**src/rtl/mono_pkg.sv**
```systemverilog
// Package: shared types for the one-shot pulse generator.
// Assumes nothing beyond IEEE 1800-2017 packed types.
package mono_pkg;

    // One sample of the two trigger lines.
    typedef struct packed {
        logic up;   // rising-edge line
        logic dn;   // falling-edge line
    } trig_pair_t;

    // Retrigger behaviour selected by the mode input.
    typedef enum logic {
        MODE_RETRIG = 1'b0,
        MODE_SINGLE = 1'b1
    } retrig_mode_e;

    // Idle levels of the trigger lines; the edge history resets to these.
    localparam trig_pair_t TRIG_IDLE = '{up: 1'b0, dn: 1'b1};

endpackage

```
**src/rtl/mono_trig_detect.sv**
```systemverilog
// Trigger detector: finds a qualified rising edge on the up line or a
// qualified falling edge on the down line. The result is combinational.
// Assumes the inputs are already synchronous to clk. The current sample of
// the opposite line does the qualifying, so both edge kinds can never be
// valid together; a coincident pair counts at most once.
module mono_trig_detect
    import mono_pkg::*;
(
    input  logic       clk,
    input  logic       rst_n,
    input  trig_pair_t pins,
    output logic       fire
);

    trig_pair_t prev;
    logic       up_rise;
    logic       dn_fall;

    // Hold last cycle's sample of both lines for edge comparison.
    always_ff @(posedge clk) begin
        if (!rst_n) prev <= TRIG_IDLE;
        else        prev <= pins;
    end

    // Qualify each edge by the present level of the other line.
    always_comb begin
        up_rise = pins.up & ~prev.up & pins.dn;
        dn_fall = ~pins.dn & prev.dn & ~pins.up;
        fire    = up_rise | dn_fall;
    end

endmodule

```
**src/rtl/mono_por_hold.sv**
```systemverilog
// Power-on hold: after rst_n is released, counts HOLD_CYCLES clock edges and
// only then raises ready. Assumes HOLD_CYCLES >= 1.
module mono_por_hold #(
    parameter int HOLD_CYCLES = 16
) (
    input  logic clk,
    input  logic rst_n,
    output logic ready
);

    localparam int              CW     = $clog2(HOLD_CYCLES + 1);
    localparam logic [CW-1:0]   HOLD_C = CW'(HOLD_CYCLES);

    logic [CW-1:0] cnt;

    // Count up once per edge and saturate at the hold length.
    always_ff @(posedge clk) begin
        if (!rst_n)           cnt <= '0;
        else if (cnt != HOLD_C) cnt <= cnt + 1'b1;
    end

    // The hold is over once the count has saturated.
    always_comb ready = (cnt == HOLD_C);

endmodule

```
**src/rtl/mono_pulse_timer.sv**
```systemverilog
// Pulse timer: a period down-counter and a lockout down-counter.
// A trigger is accepted when the hold is over, the clear is inactive, no
// lockout is running, and single mode does not forbid it. An accepted
// trigger loads both counters. Assumes 1 <= LOCKOUT < PERIOD.
module mono_pulse_timer
    import mono_pkg::*;
#(
    parameter int PERIOD  = 100,
    parameter int LOCKOUT = 4
) (
    input  logic         clk,
    input  logic         rst_n,
    input  logic         clear_n,
    input  logic         fire,
    input  logic         ready,
    input  retrig_mode_e mode,
    output logic         accept,
    output logic         active
);

    localparam int            CW       = $clog2(PERIOD + 1);
    localparam int            LW       = $clog2(LOCKOUT + 1);
    localparam logic [CW-1:0] PERIOD_C = CW'(PERIOD);
    localparam logic [LW-1:0] LOCK_C   = LW'(LOCKOUT);

    logic [CW-1:0] remain;
    logic [LW-1:0] lock_cnt;
    logic          locked;
    logic          blocked_by_mode;

    // Decide whether this cycle's trigger is taken.
    always_comb begin
        active          = (remain != '0);
        locked          = (lock_cnt != '0);
        blocked_by_mode = (mode == MODE_SINGLE) && active;
        accept          = fire && ready && clear_n && !locked && !blocked_by_mode;
    end

    // Period counter: reload on accept, count down while running, drop on clear.
    always_ff @(posedge clk) begin
        if (!rst_n || !clear_n) remain <= '0;
        else if (accept)        remain <= PERIOD_C;
        else if (active)        remain <= remain - 1'b1;
    end

    // Lockout counter: armed by each accept, drained one step per cycle.
    always_ff @(posedge clk) begin
        if (!rst_n || !clear_n) lock_cnt <= '0;
        else if (accept)        lock_cnt <= LOCK_C;
        else if (locked)        lock_cnt <= lock_cnt - 1'b1;
    end

endmodule

```
**src/rtl/mono_pulse_gen.sv**
```systemverilog
// Retriggerable one-shot: top level. Wires the trigger detector, the
// power-on hold and the pulse timer together. The output is gated
// combinationally by clear_n and by the hold, so a clear acts within the
// same cycle. Assumes synchronous trigger inputs, 1 <= LOCKOUT_CYCLES <
// PERIOD_CYCLES and POR_CYCLES >= 1.
module mono_pulse_gen
    import mono_pkg::*;
#(
    parameter int PERIOD_CYCLES  = 100,
    parameter int LOCKOUT_CYCLES = 4,
    parameter int POR_CYCLES     = 16
) (
    input  logic clk,
    input  logic rst_n,
    input  logic clear_n,
    input  logic trig_up,
    input  logic trig_dn,
    input  logic single_shot,
    output logic pulse_q,
    output logic pulse_qn
);

    trig_pair_t   pins;
    retrig_mode_e mode;
    logic         fire;
    logic         por_ready;
    logic         start_ok;
    logic         timing;

    // Pack the trigger lines and the mode into package types.
    always_comb begin
        pins = '{up: trig_up, dn: trig_dn};
        mode = retrig_mode_e'(single_shot);
    end

    mono_trig_detect u_detect (
        .clk   (clk),
        .rst_n (rst_n),
        .pins  (pins),
        .fire  (fire)
    );

    mono_por_hold #(
        .HOLD_CYCLES (POR_CYCLES)
    ) u_por (
        .clk   (clk),
        .rst_n (rst_n),
        .ready (por_ready)
    );

    mono_pulse_timer #(
        .PERIOD  (PERIOD_CYCLES),
        .LOCKOUT (LOCKOUT_CYCLES)
    ) u_timer (
        .clk     (clk),
        .rst_n   (rst_n),
        .clear_n (clear_n),
        .fire    (fire),
        .ready   (por_ready),
        .mode    (mode),
        .accept  (start_ok),
        .active  (timing)
    );

    // Drive the complementary outputs; clear and the hold override the timer.
    always_comb begin
        pulse_q  = timing && clear_n && por_ready;
        pulse_qn = ~pulse_q;
    end

endmodule

```
**config.mk**
```make
export PLATFORM = sky130hd
export DESIGN_NAME = mono_pulse_gen
export DESIGN_NICKNAME = d
export VERILOG_FILES = /design/src/rtl/mono_pkg.sv /design/src/rtl/mono_trig_detect.sv /design/src/rtl/mono_por_hold.sv /design/src/rtl/mono_pulse_timer.sv /design/src/rtl/mono_pulse_gen.sv
export SDC_FILE = /design/constraint.sdc
export NUM_CORES = 1
export LEC_CHECK = 0
export ABC_CLOCK_PERIOD_IN_PS = 3500
export BUFFER_PORTS_ARGS = -buffer_cell sky130_fd_sc_hd__buf_2
export CAP_MARGIN = 25
export CORE_UTILIZATION = 60
export CTS_BUF_LIST = sky130_fd_sc_hd__clkbuf_8
export CTS_CLUSTER_DIAMETER = 200
export DETAILED_ROUTE_END_ITERATION = 6
export PLACE_DENSITY = 0.81
export REMOVE_ABC_BUFFERS = 1
export SLEW_MARGIN = 20
export SYNTH_ARGS = -nofsm -noshare
export SYNTH_HDL_FRONTEND = slang
export SYNTH_SLANG_ARGS = --single-unit
```
**constraint.sdc**
```tcl
create_clock -name clk -period 3.5 [get_ports clk]
set_input_delay 0.175 -clock clk [delete_from_list [all_inputs] [get_ports clk]]
set_output_delay 0.175 -clock clk [all_outputs]
set_load 0.02 [all_outputs]
```
==> impl_metrics.py <==
metrics = {
    "run_status": {
        "outcome": "completed",
    },
    "routing": {
        "drt_iter0_markers": 6,
        "ant_nets": 0,
        "drt-pass1-iter-count": 4,
        "avgViaCountPerCell": 5.652,
        "drt-total-wl_um": 1467,
        "avgRoutedWirePerCell_um": 13.10,
        "dr_total_vias": 633,
        "drc": 0,
    },
    "cts": {
        "cts_buffers": 3,
        "cts_tree": "done",
        "clk_latency_ns": 0.25,
        "clockBufferDepth": 2,
        "cts_setup_buffers": 0,
        "cts_max_level": 1,
        "cts_resized": 0,
        "clkTransAtPathRegs_ns": 0.07,
        "cts_hold_buf": 0,
        "cts.sinks": 17,
        "cts-root-buf": "clkbuf_8",
    },
    "synthesis": {
        "netlist_area_um2": 823.3,
        "yosys_warnings": 0,
        "syn_inst": 88,
        "synthArstFlopShare_pct": 0,
        "synth_mux_area_share_pct": 2.432,
        "ys_seq_area_share_pct": 41.34,
        "synth_top_family_by_area": "simple AND/OR/NAND/NOR gates",
        "synth_fa_ha_area_share_pct": 9.119,
        "synth-seq-cells": 17,
        "synth_xor_area_share_pct": 6.383,
        "avgSynthCellArea_um2": 9.356,
        "synthFlopType": "dfxtp_1",
        "synth_edf_count": 0,
        "ys_types": 31,
        "yosys.area_share.simple_pct": 24.16,
        "synth_compound_area_share_pct": 11.09,
    },
    "die": {
        "fp.dieArea_um2": 1524,
        "die_y_um": 39.04,
        "dieWidth_um": 39.04,
        "row_count": 12,
        "core_um2": 1186,
        "initial_core_util_pct": 69.41,
        "ioPinCount": 8,
    },
    "sta": {
        "setup_violations": 0,
        "fin_crit_ns": 2.237,
        "finalHoldViolCount": 0,
        "fmax_ghz": 0.4471,
        "worst_slew_pin_slew_ns": 0.4452,
        "rsz0062_at_grt": "no",
        "clock_skew_ns": 0.004822,
        "slew_viol_final": 0,
        "finalCritPeriodShare_pct": 63.90,
        "fin_tns_setup_ns": 0,
        "max_slew_margin_pct": 70.26,
    },
    "pwr": {
        "powerDensity_nw_per_um2": 742.8,
        "ir_worst_vdd_uv": 473.6,
        "p_leak_uw": 0.0003989,
        "finalPower_uw": 675.6,
    },
    "finish": {
        "fillers": 83,
        "nNetsFinal": 111,
        "drive_above_1_share_pct": 15.31,
        "antennaDiodeCount": 0,
        "multi_input_area_um2": 437.9,
        "final_cell_mix": "17 x dfxtp_1, 10 x inv_1, 9 x nor2_1, 7 x buf_2, 6 x ha_1",
        "syn2layout_area_growth_pct": 10.49,
        "final_common_cell": "dfxtp_1",
        "regArea_um2": 340.3,
    },
    "critical_path": {
        "reg2reg_setup_slack_ns": 1.48,
        "timing_worst_setup_path_type": "flip-flop to primary output",
        "crit_required_ns": 3.32,
        "r2r_cells": 6,
        "cp_max_fo": 8,
        "r2r-end": "u_timer.lock_cnt[1]",
        "endpoint_kind": "primary output",
        "critPathLaunchType": "flip-flop",
        "cp.arrival_ns": 2.06,
        "reg2reg_from": "u_timer.remain[0]",
    },
    "place": {
        "hpwlAfterDp_um": 1148,
        "globalplace.congestion": 0.7202,
        "port-buffer-count": 7,
    },
    "grt": {
        "grt_usage_pct": 23.77,
        "grt_pass1_vias": 598,
        "grt_pass1_wl_um": 2380,
        "grt_max_degree": 10,
        "antenna_found_initial": 0,
        "grt-ovfl-total": 0,
    },
    "job": {
        "cap_violations": 0,
    },
    "hold_path": {
        "hp-class": "primary input to flip-flop",
        "hold_path_end": "u_detect.prev[0]",
        "hold_start": "trig_dn",
        "hold_depth": 2,
    },
}
[layer usage]
layer,global-route usage [%],wire (um)
met5,0,0
met1,24.30,645
met4,12.93,18
met3,3.468,37
met2,45.00,765
[flip-flops by register name (all words and copies together) (netlist names)]
name,flops
u_timer.remain,7
u_por.cnt,5
u_timer.lock_cnt,3
u_detect.prev,2
[logic make-up after synthesis]
kind of cell	Yosys count
compound gates	13
xor+xnor	6
fa+ha+maj	6
buf+inv	10
flops	17
mux	2
simple gates	34
[worst max path at each step]
stage | slack [ns] | end | start
2_1_floorplan | 1.54 | pulse_q | u_timer.remain[0]
3_3_place_gp | 1.60 | pulse_q | u_timer.remain[0]
3_5_place_dp | 1.50 | u_timer.lock_cnt[1] | u_timer.remain[1]
4_1_cts | 1.26 | pulse_q | u_timer.remain[0]
5_1_grt | 1.18 | pulse_q | u_timer.remain[0]
6_report | 1.26 | pulse_q | u_timer.remain[0]
[worst max-delay path, stage by stage (launching register included)]
cell and delay, ns:
dfxtp_1 0.33, inv_1 0.07, ha_1 0.17, or3b_4 0.41, or4_4 0.50, nand3_1 0.13
inv_1 0.05, buf_2 0.15
[through the flow]
step | hold slack [ns] | cell area [um2] | setup WS, ns | utilization (%) | cells
final | 0.1299 | 909.6 | 1.263 | 76.69 | 112
after global routing | 0.1507 | 909.6 | 1.178 | 76.69 | 112
after CTS | 0.1345 | 909.6 | 1.261 | 76.69 | 112
after detailed placement | 0.3919 | 864.6 | 1.504 | 72.89 | 108
after global placement | 0.3850 | 864.6 | 1.599 | 72.89 | 108
after floorplan | 0.2480 | 812.0 | 1.543 | - | 87
[layout make-up]
class	instances	area share, %
Multi-Input combinational cell	61	48.14
Timing Repair Buffer	7	3.851
Tap cell	14	1.926
Clock buffer	3	4.539
Inverter	9	3.714
Clock inverter	1	0.4127
Sequential cell	17	37.41
[power by group]
| group | internal (uW) | leakage (uW) | total, uW | switching [uW] |
|---|---|---|---|---|
| combinational | 131 | 0.000233 | 279 | 148 |
| clock | 77.7 | 0.0000269 | 141 | 63.2 |
| sequential | 224 | 0.000139 | 255 | 31.0 |
[cells in the mapped netlist, types with 2 or more instances]
library cell  count  area (um2)
xor2_1            2       17.52
nand2_1           4       15.01
mux2i_1           2       20.02
a31oi_1           2       12.51
inv_1             9       33.78
nand3b_1          2       15.01
nor3_1            2       10.01
a21oi_1           5       25.02
nor2_1            9       33.78
nand3_1           3       15.01
ha_1              6       75.07
xnor2_1           4       35.03
dfxtp_1          17       340.3
and2_1            4       25.02
(Power assumes the default switching activity.)
